--- src/rtl/irq_vector_pkg.sv ---
package irq_vector_pkg;

  localparam int unsigned SRC_W     = 3;
  localparam int unsigned NUM_SRC   = 7;
  localparam int unsigned ADDR_W    = 16;
  localparam int unsigned CC_W      = 8;
  localparam int unsigned NORM_MASK = 4;
  localparam int unsigned FAST_MASK = 6;
  localparam logic [ADDR_W-1:0] VEC_TOP = 16'hFFFE;

  typedef enum logic [SRC_W-1:0] {
    SRC_RST  = 3'd0,
    SRC_NMI  = 3'd1,
    SRC_SW1  = 3'd2,
    SRC_NORM = 3'd3,
    SRC_FAST = 3'd4,
    SRC_SW2  = 3'd5,
    SRC_SW3  = 3'd6
  } src_e;

  // Vector pairs descend two bytes per priority step from the top.
  function automatic logic [ADDR_W-1:0] vec_addr(input src_e s);
    vec_addr = VEC_TOP - ADDR_W'({s, 1'b0});
  endfunction

  // True when the condition code blocks the given source.
  function automatic logic src_masked(input src_e s, input logic [CC_W-1:0] cc);
    case (s)
      SRC_NORM: src_masked = cc[NORM_MASK];
      SRC_FAST: src_masked = cc[FAST_MASK];
      default:  src_masked = 1'b0;
    endcase
  endfunction

  // Mask bits that taking the given entry sets.
  function automatic logic [CC_W-1:0] set_bits(input src_e s);
    logic [CC_W-1:0] m;
    m = '0;
    case (s)
      SRC_NORM: m[NORM_MASK] = 1'b1;
      SRC_RST, SRC_NMI, SRC_SW1, SRC_FAST: begin
        m[NORM_MASK] = 1'b1;
        m[FAST_MASK] = 1'b1;
      end
      default: m = '0;
    endcase
    set_bits = m;
  endfunction

  function automatic logic fast_entry(input src_e s);
    fast_entry = (s == SRC_FAST);
  endfunction

endpackage

--- src/rtl/irq_vector_sync.sv ---
module irq_vector_sync #(
  parameter int unsigned WIDTH  = 3,
  parameter int unsigned STAGES = 2
) (
  input  logic             clk,
  input  logic             rst_n,
  input  logic [WIDTH-1:0] pin_n,
  output logic [WIDTH-1:0] req
);
  logic [WIDTH-1:0] stage_q [STAGES];

  genvar g;
  generate
    for (g = 0; g < STAGES; g++) begin : g_stage
      always_ff @(posedge clk or negedge rst_n) begin
        if (!rst_n) stage_q[g] <= '1;
        else if (g == 0) stage_q[g] <= pin_n;
        else stage_q[g] <= stage_q[(g == 0) ? 0 : g-1];
      end
    end
  endgenerate

  assign req = ~stage_q[STAGES-1];
endmodule

--- src/rtl/irq_vector_pick.sv ---
module irq_vector_pick
  import irq_vector_pkg::*;
(
  input  logic [NUM_SRC-1:0] req_vec,
  input  logic [CC_W-1:0]    cc,
  output logic               win_any,
  output src_e               win_src
);
  logic [NUM_SRC-1:0] eligible;

  genvar g;
  generate
    for (g = 0; g < NUM_SRC; g++) begin : g_elig
      assign eligible[g] = req_vec[g] && !src_masked(src_e'(g), cc);
    end
  endgenerate

  always_comb begin
    win_src = SRC_SW3;
    for (int i = NUM_SRC - 1; i >= 0; i--) begin
      if (eligible[i]) win_src = src_e'(i);
    end
  end

  assign win_any = |eligible;
endmodule

--- src/rtl/irq_vector_hold.sv ---
module irq_vector_hold
  import irq_vector_pkg::*;
(
  input  logic              clk,
  input  logic              rst_n,
  input  logic              load,
  input  logic              ack,
  input  src_e              src,
  input  logic [CC_W-1:0]   cc,
  output logic              valid,
  output src_e              src_q,
  output logic [ADDR_W-1:0] addr_q,
  output logic              fast_q,
  output logic [CC_W-1:0]   cc_q,
  input  logic [CC_W-1:0]   rst_cc
);
  logic in_rst;

  always_ff @(posedge clk or negedge rst_n) begin
    if (!rst_n) in_rst <= 1'b1;
    else if (valid && ack) in_rst <= 1'b0;
  end

  always_ff @(posedge clk or negedge rst_n) begin
    if (!rst_n) begin
      valid  <= 1'b1;
      src_q  <= SRC_RST;
      addr_q <= vec_addr(SRC_RST);
      fast_q <= 1'b0;
    end else if (valid && ack) begin
      valid <= 1'b0;
    end else if (load) begin
      valid  <= 1'b1;
      src_q  <= src;
      addr_q <= vec_addr(src);
      fast_q <= fast_entry(src);
    end
  end

  logic [CC_W-1:0] cc_reg;
  always_ff @(posedge clk or negedge rst_n) begin
    if (!rst_n) cc_reg <= '0;
    else if (load && !valid) cc_reg <= cc | set_bits(src);
  end

  // The reset entry's write-back value follows cc_in until it is accepted.
  assign cc_q = in_rst ? (rst_cc | set_bits(SRC_RST)) : cc_reg;
endmodule

--- src/rtl/irq_vector_unit.sv ---
module irq_vector_unit
  import irq_vector_pkg::*;
#(
  parameter int unsigned SYNC_STAGES = 2
) (
  input  logic              clk,
  input  logic              rst_n,
  input  logic              nmi_req_n,
  input  logic              irq_req_n,
  input  logic              firq_req_n,
  input  logic [1:0]        swi_sel,
  input  logic              insn_bound,
  input  logic [CC_W-1:0]   cc_in,
  input  logic              take_ack,
  output logic              take_valid,
  output logic [SRC_W-1:0]  take_src,
  output logic [ADDR_W-1:0] take_addr,
  output logic              take_fast,
  output logic [CC_W-1:0]   take_cc
);
  localparam int unsigned PINS = 3;

  logic [PINS-1:0]    pin_req;
  logic [NUM_SRC-1:0] req_vec;
  logic               win_any;
  src_e               win_src;
  logic               load_entry;
  src_e               held_src;

  irq_vector_sync #(.WIDTH(PINS), .STAGES(SYNC_STAGES)) u_sync (
    .clk   (clk),
    .rst_n (rst_n),
    .pin_n ({firq_req_n, irq_req_n, nmi_req_n}),
    .req   (pin_req)
  );

  always_comb begin
    req_vec           = '0;
    req_vec[SRC_NMI]  = pin_req[0];
    req_vec[SRC_NORM] = pin_req[1];
    req_vec[SRC_FAST] = pin_req[2];
    req_vec[SRC_SW1]  = (swi_sel == 2'b01);
    req_vec[SRC_SW2]  = (swi_sel == 2'b10);
    req_vec[SRC_SW3]  = (swi_sel == 2'b11);
  end

  irq_vector_pick u_pick (
    .req_vec (req_vec),
    .cc      (cc_in),
    .win_any (win_any),
    .win_src (win_src)
  );

  assign load_entry = insn_bound && win_any && !take_valid;

  irq_vector_hold u_hold (
    .clk    (clk),
    .rst_n  (rst_n),
    .load   (load_entry),
    .ack    (take_ack),
    .src    (win_src),
    .cc     (cc_in),
    .valid  (take_valid),
    .src_q  (held_src),
    .addr_q (take_addr),
    .fast_q (take_fast),
    .cc_q   (take_cc),
    .rst_cc (cc_in)
  );

  assign take_src = held_src;
endmodule

--- config.mk ---
export PLATFORM = sky130hd
export DESIGN_NAME = irq_vector_unit
export DESIGN_NICKNAME = d
export VERILOG_FILES = /design/src/rtl/irq_vector_pkg.sv /design/src/rtl/irq_vector_sync.sv /design/src/rtl/irq_vector_pick.sv /design/src/rtl/irq_vector_hold.sv /design/src/rtl/irq_vector_unit.sv
export SDC_FILE = /design/constraint.sdc
export NUM_CORES = 1
export LEC_CHECK = 0
export ABC_AREA = 1
export BUFFER_PORTS_ARGS = -buffer_cell sky130_fd_sc_hd__buf_4
export CAP_MARGIN = 20
export CORE_MARGIN = 2
export CORE_UTILIZATION = 51
export CTS_CLUSTER_SIZE = 40
export DETAILED_ROUTE_END_ITERATION = 7
export PLACE_DENSITY = 0.83
export SLEW_MARGIN = 20
export SYNTH_ARGS = -nofsm -noshare
export SYNTH_HDL_FRONTEND = slang
export SYNTH_HIERARCHICAL = 1
export SYNTH_SLANG_ARGS = --single-unit
--- constraint.sdc ---
create_clock -name clk -period 2.4 [get_ports clk]
set_clock_uncertainty 0.1 [all_clocks]
set_input_delay 0.12 -clock clk [delete_from_list [all_inputs] [get_ports clk]]
set_output_delay 0.12 -clock clk [all_outputs]
set_load 0.01 [all_outputs]
== Yosys cells after proc, flatten, opt, wreduce, memory -nomap -nowiden ==
Cells that the tools add are included.
Operators by class
  $add $sub $neg: 1
  $mul: 0
  div/mod/pow operators: 0
  magnitude comparators: 0
  equality and inequality tests: 7
  shift operators: 0
  multiplexer cells: 14
  bitwise logic cells: 3
  reductions and logical operators: 15
Operator list (count)
  3-bit two-way mux: 4
  8-bit two-way mux: 1
  8-bit OR: 1
  1-bit two-way mux: 7
  3-bit by 2-bit equality test with 1-bit output, second input constant: 2
  1-bit logical AND: 6
  6-bit OR reduction: 1
  2-bit by 5-bit subtractor with 6-bit output, first input constant: 1
  5-bit OR reduction: 1
  2-bit equality test, second input constant: 2
  4-bit two-way mux: 1
  4-bit OR reduction: 1
  3-bit by 1-bit equality test with 1-bit output, second input constant: 1
  3-bit equality test, second input constant: 1
  1-bit logical NOT: 3
  3-bit logical NOT: 1
  3-bit inverter: 1
  2-bit by 1-bit equality test with 1-bit output, second input constant: 1
  2-bit two-way mux: 1
  2-bit AND reduction: 1
  2-bit nonzero test: 1
  1-bit inverter: 1
Word-level totals
  flip-flop bits (word level): 36
  bits in latches: 0
  RAM bits: 0
  ROM bits: 0
  bits of input ports: 17
  output and inout bits: 29
  word-level logic and storage cells: 48
  memories: 0

== Logic depth before layout (Yosys ltp) ==
  depth after elaboration: 11
  gate-level depth with buffers: 13
  gate-level depth less buffers: 13

== By module ==
The synthesis kept the hierarchy.
Modules (own cells, without submodules)
  irq_vector_hold: times used 1, cells an instance 113, area an instance 865.8 sq um
  irq_vector_sync: times used 1, cells an instance 9, area an instance 168.9 sq um
  irq_vector_pick: times used 1, cells an instance 18, area an instance 87.6 sq um
  irq_vector_unit: times used 1, cells an instance 9, area an instance 33.8 sq um

== Worst setup path before layout ==
Ideal clock, no wire load.
  path type: register to register
  from: reg u_sync/stage_q[0] in the netlist's numbering
  to: reg u_hold.src_q[2]
  setup time: 126 ps
  data arrival time: 1395 ps
  required time: 2174 ps
  setup slack: 778 ps
  cell stages (with the launch flop): 10
  cell sequence: dfstp_2 inv_1 or2_4 nor2_4 nand3b_1 nand2_1 nor2_1 nand2_1 buf_4 o21ai_0
Between the ends
  elaborated cells between the ends (all ways): 6
  classes of those cells: mux: 1; bitwise: 1; reduce/logical: 4
RTL lines
  from (decl): line irq_vector_sync.sv:10  | logic [WIDTH-1:0] stage_q [STAGES];
  from (signal, indexed assignment): line irq_vector_sync.sv:17  | else if (g == 0) stage_q[g] <= pin_n;
  from (signal, indexed assignment): line irq_vector_sync.sv:18  | else stage_q[g] <= stage_q[(g == 0) ? 0 : g-1];
  3-bit inverter: line irq_vector_sync.sv:23  | assign req = ~stage_q[STAGES-1];
  named net pin_req[0]: line irq_vector_unit.sv:23  | logic [PINS-1:0] pin_req;
  3-bit two-way mux: line irq_vector_pick.sv:21  | if (eligible[i]) win_src = src_e'(i);
  named net win_src[2]: line irq_vector_unit.sv:26  | src_e win_src;
  to (signal assigned): line irq_vector_hold.sv:34  | src_q <= src;
  to (decl): line irq_vector_hold.sv:11  | output src_e src_q,
The timed path passes the listed nets, and every way through them passes these cells.
A chain may end at the register's enable or synchronous reset.

== Worst setup path in the final report ==
  from: reg u_sync/stage_q[0] in the netlist's numbering
  to: reg u_hold.fast_q
Between the ends
  elaborated cells between the ends (all ways): 7
  classes of those cells: eq/ne: 1; mux: 1; bitwise: 1; reduce/logical: 4
RTL lines
  3-bit inverter: line irq_vector_sync.sv:23
  named net pin_req[0]: line irq_vector_unit.sv:23
  3-bit two-way mux: line irq_vector_pick.sv:21
  named net win_src[2]: line irq_vector_unit.sv:26
  3-bit equality test: line irq_vector_pkg.sv:51  | fast_entry = (s == SRC_FAST);
  to (signal assigned): line irq_vector_hold.sv:36  | fast_q <= fast_entry(src);
  to (decl): line irq_vector_hold.sv:13  | output logic fast_q,
The timed path passes the listed nets, and every way through them passes these cells.

==> metrics.txt <==
Fillers approximately 180; grt total ovfl 0; Seq/Total Area, Yosys around half; Routed WL approximately 2.2 mm; crit path max fanout 14; Warnings, synthesis 6; Via density around 4.5; Period Utilization, post-route about three quarters; unrepaired setup endpoints after global routing no; post-route setup slack around 0.61 ns; EDFF count, synth 0; cts repair resizes 0; vias in the first global route roughly 1000; hold_ws approximately 0.029 ns; ys async rst share 100%; DR iter-0 viols 25; I/O pin count 46; share of the synthesized area in the top cell type between 20% and 30%; pre-CTS setup slack approximately 0.63 ns; first-pass GRT wire length 3.92 mm; met1 usage approximately 22%; worst endpoint required time 2.48 ns; grt met2 use 38.5%; largest net degree at the start of global routing 24; ant diodes 0; total track usage approximately 20%; initial antenna violation count 0; Detailed Place HPWL around 1.6 mm; Die Span X between 50 and 60 um; gr busiest metal met2; most used flip-flop cell after synthesis dfrtp_1; setup TNS 0 ns; DRC errors left 0; # clock sinks 23; post-DR wirelength/cell slightly above 10 um; synthesis-to-finish area growth 30.0%; DIE AREA approximately 0.0027 mm^2; outcome finished, final reports clean; post-synthesis cell area roughly 0.0012 mm^2; post-synthesis area per instance 7.76 um^2; power density cells 831 mW/mm^2; IO Port Bufs 32; H-tree Lvls 1; CTS tree done; top post-synthesis cells by area dfrtp_1 (26%), dfstp_2 (25%), nand2_1 (19%); top-count cell post-synth nand2_1; Clock Pin Slew Worst Setup and Hold Paths about 0.12 ns; layout cells sized above 1 27.5%; P_leak between 0.8 and 0.9 nW; max-slew violation count 0; largest area contributor in the netlist dfrtp_1; DRT antenna net count 0; DR pass1 iterations 4; max cap viols 0; crit path kind register to register; routability cong. around 0.84; Initial Utilization around 53%; setup violators final 0; Max Root-Sink Buffers 2; synth unique cells 16; synth cell count leaders nand2_1 (59), inv_1 (16), buf_4 (14); Worst setup SP type register; Rows 17; DR vias about 1000; Final Hold Violating Endpoints 0; Max Clock Freq between 500 and 600 MHz; Worst EP arrival between 1.5 and 2 ns; Worst setup EP type register; synthesis-stage register bit count 23; CORE AREA ~0.0022 mm^2; Synth Instances between 100 and 150; fin crit period around 1.8 ns; number of CTS-inserted buffers 3; Hold WC Path Type input pin to register; Largest register FFs 8; clock latency at the later pin of the worst-skew pair about 0.30 ns; Peak VDD IR 0.000629 V; CTS root buf clkbuf_4; Die Y-Extent 51.6 um; GR Layer Usage met3 under 10%; Nets between 200 and 250
repair_timing:
action                                 4_1_cts  5_1_grt
hold buffers                                11        0
setup buffers                                0        0
endpoints found under the hold margin       34        0
worst max-delay path, cell delays in order, from the launching register on:
cell	delay (ns)
dfstp_2	0.54
inv_1	0.05
or2_4	0.24
nor2_4	0.13
nand3b_1	0.08
nand2_1	0.06
nor2_1	0.06
nand2_1	0.28
o21ai_0	0.14
final timing paths:
check | from | to | slack, ns | depth (start not counted)
min in group asynchronous | rst_n | u_hold/cc_reg[2] | 0.12 | 2
worst max register to register | u_sync/stage_q[0] | u_hold/fast_q | 0.61 | 8
worst min-delay path | cc_in[6] | u_hold/cc_reg[6] | 0.03 | 5
worst min register to register | u_sync/stage_q[4] | u_sync/stage_q[1] | 0.26 | 0
max in group asynchronous | rst_n | u_hold/valid | 1.80 | 2
worst max-delay path | u_sync/stage_q[0] | u_hold/fast_q | 0.61 | 8
cell type report:
class / count / area, um^2 / area share, %
Inverter: 18 / 67.6 / 4.50
Multi-Input combinational cell: 105 / 434 / 28.9
Clock buffer: 4 / 26.3 / 1.75
Sequential cell: 23 / 589 / 39.2
Tap cell: 28 / 35.0 / 2.33
Timing Repair Buffer: 43 / 350 / 23.3
cells by family after synthesis:
kind of cell | share of synthesized area [%]
AOI/OAI and AO/OA | 5.63
buffers and inverters | 15.4
DFF | 51.0
other | 0.974
and+or+nand+nor | 27.1
layout by cell type, fill, tap and decap left out:
cell	synthesis	routed
inv_1	16	16
dlygate4sd3_1	0	11
o21ai_0	8	8
a21oi_1	5	5
nand3b_1	1	1
dfstp_2	11	11
conb_1	3	15
buf_4	14	32
clkbuf_1	0	1
nor2_4	1	1
clkbuf_4	0	3
or2_4	1	1
nor2_2	1	1
inv_2	2	2
nand2_1	59	59
dfrtp_1	12	12
or2_2	2	2
nor2_1	12	12
per-stage QoR:
stage | total power, mW | cell area (um^2) | util [%] | std cells
2_1_floorplan | 0.851 | 1200 | - | 161
3_3_place_gp | 1.05 | 1370 | 63.0 | 206
3_5_place_dp | 1.07 | 1370 | 63.0 | 206
4_1_cts | 1.26 | 1500 | 69.3 | 221
5_1_grt | 1.35 | 1500 | 69.3 | 221
6_report | 1.25 | 1500 | 69.3 | 221
power breakdown:
part / leakage, nW / total (mW) / internal (mW) / switching, mW
sequential: 0.261 / 0.585 / 0.522 / 0.0630
combinational: 0.534 / 0.492 / 0.235 / 0.257
clock: 0.0150 / 0.172 / 0.0647 / 0.108
total: 0.810 / 1.25 / 0.822 / 0.427
per-layer routing:
metal / part of all wire [%] / wire, um
met1: 37 / 837
met2: 55 / 1240
met5: 0 / 0
met4: 0.71 / 16
met3: 6.9 / 156
Note: power is estimated with default switching activity, not from simulation.
